### config.mk
export PLATFORM = sky130hd
export DESIGN_NAME = slice_arbiter
export DESIGN_NICKNAME = d
export VERILOG_FILES = /design/src/rtl/slice_arbiter.sv
export SDC_FILE = /design/constraint.sdc
export NUM_CORES = 1
export LEC_CHECK = 0
export BUFFER_PORTS_ARGS = -buffer_cell sky130_fd_sc_hd__buf_2
export CAP_MARGIN = 15
export CELL_PAD_IN_SITES_DETAIL_PLACEMENT = 0
export CELL_PAD_IN_SITES_GLOBAL_PLACEMENT = 1
export CORE_MARGIN = 2
export CORE_UTILIZATION = 41
export CTS_CLUSTER_SIZE = 20
export DETAILED_ROUTE_END_ITERATION = 8
export PLACE_DENSITY_LB_ADDON = 0.1
export SYNTH_ARGS = -nofsm -noshare
export SYNTH_HDL_FRONTEND = slang
export SYNTH_SLANG_ARGS = --single-unit
### constraint.sdc
create_clock -name clk -period 7.49 [get_ports clk]
set_input_delay 0.3745 -clock clk [delete_from_list [all_inputs] [get_ports clk]]
set_output_delay 0.3745 -clock clk [all_outputs]
set_load 0.1 [all_outputs]
### src/rtl/slice_arbiter.sv
module slice_arbiter #(
  parameter int UNITS     = 8,
  parameter int SLOTS     = 16,
  parameter int CODE_W    = 4,
  parameter int TMO_W     = 8,
  parameter int TMO_OFF   = 16,
  parameter int NULL_CODE = 2,
  localparam int PTR_W = $clog2(SLOTS),
  localparam int UID_W = $clog2(UNITS),
  localparam int TBL_W = SLOTS * CODE_W,
  localparam int HALF  = TBL_W / 2
) (
  input  logic             clk,
  input  logic             rst_n,
  input  logic [UNITS-1:0] req,
  input  logic [HALF-1:0]  slots_lo,
  input  logic [HALF-1:0]  slots_hi,
  input  logic [31:0]      tmo_cfg,
  output logic [UNITS-1:0] gnt,
  output logic [PTR_W-1:0] gnt_slot
);

  logic [TBL_W-1:0]  tbl;
  logic [CODE_W-1:0] code [SLOTS];
  logic [SLOTS-1:0]  elig;
  logic [PTR_W-1:0]  ptr, pick, idx;
  logic [UID_W-1:0]  own;
  logic [TMO_W-1:0]  tmr, preset;
  logic              busy, hit, tmo_on, release_g, arb;

  assign tbl    = {slots_hi, slots_lo};
  assign preset = tmo_cfg[TMO_W-1:0];
  assign tmo_on = !tmo_cfg[TMO_OFF];

  for (genvar g = 0; g < SLOTS; g++) begin : g_slot
    assign code[g] = tbl[g*CODE_W +: CODE_W];
    assign elig[g] = (code[g] < CODE_W'(UNITS)) && (code[g] != CODE_W'(NULL_CODE))
                     && req[code[g][UID_W-1:0]];
  end

  always_comb begin
    hit  = 1'b0;
    pick = ptr;
    idx  = ptr;
    for (int k = 1; k <= SLOTS; k++) begin
      idx = ptr + PTR_W'(k);
      if (!hit && elig[idx]) begin
        hit  = 1'b1;
        pick = idx;
      end
    end
  end

  assign release_g = busy && (!req[own] || (tmo_on && tmr == '0));
  assign arb       = !busy || release_g;

  always_ff @(posedge clk) begin
    if (!rst_n) begin
      ptr  <= '0;
      own  <= '0;
      busy <= 1'b0;
      tmr  <= '0;
    end else if (arb) begin
      if (hit) begin
        ptr  <= pick;
        own  <= code[pick][UID_W-1:0];
        busy <= 1'b1;
        tmr  <= preset;
      end else begin
        busy <= 1'b0;
      end
    end else if (tmr != '0) begin
      tmr <= tmr - 1'b1;
    end
  end

  assign gnt      = busy ? (UNITS'(1) << own) : '0;
  assign gnt_slot = ptr;

  logic [TMO_W:0] held;
  always_ff @(posedge clk) begin
    if (!rst_n)             held <= '0;
    else if (arb && hit)    held <= '0;
    else if (busy && !(&held)) held <= held + 1'b1;
  end

  assert_grant_had_req_R3: assert property (@(posedge clk) disable iff (!rst_n)
    (gnt != '0) |-> ((gnt & $past(req)) != '0));

  assert_idle_when_quiet_R10: assert property (@(posedge clk) disable iff (!rst_n)
    (req == '0) |=> (gnt == '0));

  assert_grant_steady_R7: assert property (@(posedge clk) disable iff (!rst_n)
    (busy && !release_g) |=> ($stable(gnt) && $stable(gnt_slot)));

  assert_hold_bounded_R8: assert property (@(posedge clk) disable iff (!rst_n)
    (busy && tmo_on) |-> (held <= {1'b0, preset}));

  assert_single_grant_R12: assert property (@(posedge clk) disable iff (!rst_n)
    $onehot0(gnt));

endmodule

* After elaboration in Yosys (flattened, before gate mapping)
Index checks and enable logic that the tools add are counted.
** Storage, ports and cells
- Input port bits :: 106
- Register bits after elaboration :: 16
- Word-level logic and storage cells :: 269
** Operators by class
- Bitwise gates (word level) :: 1
- $lt $le $gt $ge :: 50
- Muxes and demuxes :: 106
- Add/sub/neg operators :: 16
- Shifts and indexed selects :: 1
- Equality and inequality tests :: 17
- Reduce and logical (&&, ||, !) cells :: 74
** Operator list (count)
- < comparator 4 x 5 -> 1 bit (second input constant) :: 16
- < comparator 3 x 4 -> 1 bit (second input constant) :: 17
- binary-select mux 1 bit (select 4 bit) :: 16
- < comparator 4 bit (second input constant) :: 16
- 2-to-1 mux 4 bit :: 16
- != test 4 x 2 -> 1 bit (second input constant) :: 16
- binary-select mux 1 bit (select 3 bit) :: 17
- 2-to-1 mux 1 bit :: 50
- logical AND 1 bit :: 49
- adder 4 bit (second input constant) :: 8
- 2-to-1 mux 8 bit :: 4
- zero test 1 bit :: 18
- adder 4 x 3 -> 4 bit (second input constant) :: 4
- binary-select mux 4 bit (select 4 bit) :: 1
- adder 4 x 2 -> 4 bit (second input constant) :: 2
- zero test 8 bit :: 1
- nonzero test 8 bit :: 1
- << shifter 1 x 3 -> 8 bit (first input constant) :: 1
- subtractor 8 x 1 -> 8 bit (second input constant) :: 1
- 2-to-1 mux 3 bit :: 2
- >= comparator 5 bit (second input constant) :: 1
- NOT 4 -> 5 bit :: 1
- adder 4 x 1 -> 4 bit (second input constant) :: 1
- AND reduction 2 bit :: 2
- other kinds (3) :: 4

* Logic depth before layout (Yosys ltp)
- Depth after elaboration :: 55
- Gate-level depth with buffers :: 23

* Worst setup path after synthesis
OpenSTA, ideal clock, no wires.
- Kind :: reg2reg
- Start :: register ptr[1], in the netlist gnt_slot[1]
- End :: register own[1]
- Clock period less this slack :: 5.968 ns
- Buffers on the path :: 6
- Setup slack :: 1.522 ns
- Arrival time :: 5.824 ns
- Stages on the path, launching flop included :: 22
- Required time :: 7.346 ns
- Cell sequence :: dfxtp_1 > clkbuf_1 > clkinv_1 > buf_1 > ha_1 > clkbuf_1 > inv_1 > clkbuf_1 > buf_1 > mux4_2 > nand2_1 > nand2_1 > a21oi_1 > nand2_1 > nor3_1 > and4bb_4 > xnor2_4 > buf_6 > mux2i_1 > mux2i_1 > a22oi_1 > a41oi_1
** On the way
- Word-level cells in the longest chain between the ends :: 53
- Elaborated cells between the ends (all ways) :: 114
** RTL lines
- start: declaration :: RTL line 26 : logic [PTR_W-1:0] ptr, pick, idx;
- start signal: assignment :: RTL line 65 : ptr <= pick;
- adder 4 x 1 -> 4 bit :: RTL line 46 : idx = ptr + PTR_W'(k);
- binary-select mux 1 bit (select 4 bit) :: RTL line 47 : if (!hit && elig[idx]) begin
- 2-to-1 mux 1 bit (not written as such) :: RTL line 47
- 2-to-1 mux 1 bit :: RTL line 47
- zero test 1 bit :: RTL line 47
- logical AND 1 bit :: RTL line 47
- 2-to-1 mux 1 bit :: RTL line 47
- zero test 1 bit :: RTL line 47
- [36 not listed]
- logical AND 1 bit :: RTL line 47
- 2-to-1 mux 1 bit :: RTL line 47
- zero test 1 bit :: RTL line 47
- logical AND 1 bit :: RTL line 47
- 2-to-1 mux 4 bit :: RTL line 47
- NOT 4 -> 5 bit (not written as such) :: RTL line 66 : own <= code[pick][UID_W-1:0];
- binary-select mux 4 bit (select 4 bit) :: RTL line 66
- 2-to-1 mux 3 bit (not written as such) (2 in a row) :: RTL line 66
- end signal: assignment :: RTL line 66
- end: declaration :: RTL line 27 : logic [UID_W-1:0] own;
Parallel ways exist; a longest one is shown, timed or not. The select of a mux whose other input is x is not followed.
A chain may end at the register's enable or synchronous reset.

* Final worst setup path
- Start :: register ptr[0], in the netlist gnt_slot[0]
- End :: register own[0]
The elaborated chain is that of the path after synthesis.

==> results.py <==
metrics = {
    "power": {
        "pwr-share-clk_pct": 3.2,
        "p_comb_share_pct": 92.6,
        "powerDensity_nw_per_um2": 573,
        "p_int_mw": 1.46,
        "cellLeakagePower_nw": 2.49,
        "power.share.sequential_pct": 4.2,
        "peakVddDrop_uv": 344,
        "switching_share_pct": 59.2,
        "p_switching_mw": 2.11,
    },
    "sta": {
        "finalCritPeriodShare_pct": 80.5,
        "final_max_slew_viol_count": 0,
        "finalSetupTns_ps": 0,
        "relSlewSlack_pct": 29.9,
        "fmax_mhz": 166,
        "setup_viol": 0,
        "tightestPinTransition_ps": 1050,
        "finalHoldViolCount": 0,
        "rsz0062_at_grt": "false",
        "fin_skew_ps": 2.71,
        "period_needed_ps": 6030,
    },
    "die": {
        "die_height_um": 121,
        "die_x_um": 121,
        "dieArea_sq_um": 14600,
        "core-area_sq_um": 13300,
        "pin_count": 118,
        "start_util_pct": 42.0,
        "placementRows": 42,
    },
    "routing": {
        "via_count": 6589,
        "wire_per_inst_um": 21.7,
        "drt-initial-drc-count": 596,
        "ant_nets": 0,
        "viasPerCell": 6.58,
        "drcViolationCount": 0,
        "first_pass_iters": 5,
        "wl_mm": 21.7,
    },
    "job": {
        "cap_viol_max_count": 0,
    },
    "cts": {
        "clk_pin_slew_worst_paths_ps": 50,
        "clockRootBuffer": "clkbuf_16",
        "ctsHtreeMaxLevel": 1,
        "post_cts_buffers": 0,
        "post_cts_resized": 0,
        "clock_latency_ps": 250,
        "cts_tree": "done",
        "cts.path.max_buffers": 2,
        "ctsHoldBuffers": 0,
        "cts_buffers": 3,
        "cts_sinks": 16,
    },
    "grt": {
        "grt_busiest_layer": "met2",
        "grt_pass1_vias": 6243,
        "grtUsageMet1_pct": 40.2,
        "grt_use_met3_pct": 3.21,
        "track_usage_pct": 29.4,
        "grt_max_degree": 39,
        "grt_pass1_wl_mm": 33.9,
        "antenna_found_initial": 0,
        "met2_usage_pct": 48.7,
        "grt-ovfl-total": 0,
    },
    "critical_path": {
        "cp_max_fo": 21,
        "path_class": "register to register",
        "start_kind": "register",
        "crit_slowest_cell": "a311oi_1",
        "max_stage_delay_ps": 810,
        "worstPathRequired_ps": 7580,
        "r2r-end": "own[0]$_SDFFE_PN0P_",
        "crit_start": "gnt_slot[0]$_SDFFE_PN0P_",
        "cp_common_cell": "a311oi_1",
        "crit_chain": "clkinv_1, ha_1, buf_4, inv_1, nor2_1, nand3_1, o2111ai_1, a311oi_1, nand2_1, or2_2, a311oi_1, a211oi_1, o31ai_1, a21oi_2, nor2b_4, mux2_2, o211ai_1, a41oi_1",
        "cp-end-kind": "register",
        "timing.rr.start": "gnt_slot[0]$_SDFFE_PN0P_",
        "ff2ff_setup_slack_ps": 1460,
        "worst_r2r_path_depth": 18,
        "endpoint": "own[0]$_SDFFE_PN0P_",
        "critPathArrivalTime_ps": 6120,
    },
    "yosys": {
        "synthArstFlopShare_pct": 0,
        "syn_avg_cell_area_sq_um": 7.36,
        "synth_nets": 873,
        "synth_seq_cells": 16,
        "synth_edf_count": 0,
        "yosysTopAreaCell": "mux2i_1",
        "synth.cell_area_sq_um": 5590,
        "yosys-top-cells-area": "mux2i_1 12%, mux4_2 8.5%, dfxtp_1 5.7%",
        "synth_ff_type": "dfxtp_1",
        "synth_top_area_share_pct": 12.2,
        "ys_types": 93,
        "yosysSeqAreaShare_pct": 5.73,
        "syn_inst": 759,
        "yosysWarnings": 0,
    },
    "finish": {
        "layout_common_cells": "94 x buf_2, 85 x nor2_1, 70 x nand2_1",
        "final_util_pct": 46.9,
        "finalNetCount": 940,
        "drive_gt1_share_pct": 20.6,
        "n_fill_cell": 1372,
        "layout_commonest_cell": "buf_2",
        "diodes": 0,
        "area_growth_pct": 11.6,
    },
    "place": {
        "gp_congestion": 0.924,
        "hpwl_mm": 17.1,
        "portBuffers": 94,
    },
    "min_path": {
        "hold_depth": 2,
        "hp-class": "register to register",
    },
    "status": {
        "outcome": "finished clean",
    },
}
[area by class of cell]
class | count | area, sq um | area share (%)
flip-flops and latches | 16 | 320 | 5.14
inverters | 28 | 105 | 1.69
repair buffers | 105 | 553 | 8.87
multi-input cells | 672 | 4950 | 79.3
well taps | 176 | 220 | 3.53
clock buffers | 4 | 88.8 | 1.43
[cells in the mapped netlist (all sizes together), types with 13 or more instances]
cell type and count:
a221oi 18, nor2b 23, buf 21, a21oi 30, nor3 22, mux2 14, and2 15, mux4 22
o211ai 28, nand2 71, nand3 36, xnor2 14, inv 25, a22oi 13, o22ai 13, nor2 86
clkbuf 22, dfxtp 16, nand4 14, o21ai 28, mux2i 68
[per-stage QoR]
| step | setup slack (ps) | std cells | instance area [sq um] | total power [mW] | hold WS (ps) |
|---|---|---|---|---|---|
| 6_report | 1460 | 1001 | 6230 | 3.57 | 471 |
| 5_1_grt | 1230 | 1001 | 6230 | 3.84 | 474 |
| 4_1_cts | 1560 | 1001 | 6230 | 3.52 | 477 |
| 3_5_place_dp | 1580 | 997 | 6140 | 3.39 | 470 |
| 3_3_place_gp | 1650 | 997 | 6140 | 3.37 | 465 |
| 2_1_floorplan | 1520 | 759 | 5590 | 2.70 | 450 |
[critical path, delay by kind of cell, from the launching register on]
kind	cells	cell delay [ps]
mux	1	410
flops	1	320
simple gates	5	1300
compound gates	8	2580
buf+inv	3	940
fa+ha+maj	1	290
[power groups by stage]
stage | Combinational (mW) | Clock (mW) | Sequential, mW
floorplan | 2.51 | 0 | 0.187
global placement | 3.21 | 0 | 0.151
detailed placement | 3.24 | 0 | 0.152
CTS | 3.26 | 0.117 | 0.150
global route | 3.56 | 0.123 | 0.154
finish | 3.31 | 0.114 | 0.150
[routing by layer]
layer  share of wire [%]  routed length (um)
met1                  44                9500
met2                  46                9980
met3                 7.3                1580
met4                 3.0                 662
met5                   0                   0
[flip-flops by register name, indices dropped and copies added, names as in the netlist]
signal,flops
own,3
gnt_slot,4
tmr,8
busy,1
[worst min-delay path by stage]
stage	from	end	slack (ps)
final	tmr[1]$_SDFFE_PN0P_	tmr[1]$_SDFFE_PN0P_	470
after global routing	tmo_cfg[0]	tmr[0]$_SDFFE_PN0P_	470
after CTS	tmr[1]$_SDFFE_PN0P_	tmr[1]$_SDFFE_PN0P_	480
after detailed placement	tmr[1]$_SDFFE_PN0P_	tmr[1]$_SDFFE_PN0P_	470
after global placement	tmr[1]$_SDFFE_PN0P_	tmr[1]$_SDFFE_PN0P_	460
after floorplan	tmr[1]$_SDFFE_PN0P_	tmr[1]$_SDFFE_PN0P_	450
[kinds of logic after synthesis]
| group | synth area share, % |
|---|---|
| xor gates and xnor gates | 3.31 |
| buffers and inverters | 5.73 |
| muxes | 24.0 |
| adders and majority gates | 1.79 |
| DFF | 5.73 |
| AOI/OAI and AO/OA | 28.9 |
| and+or+nand+nor | 30.5 |
Power figures use the tool's default switching activity.
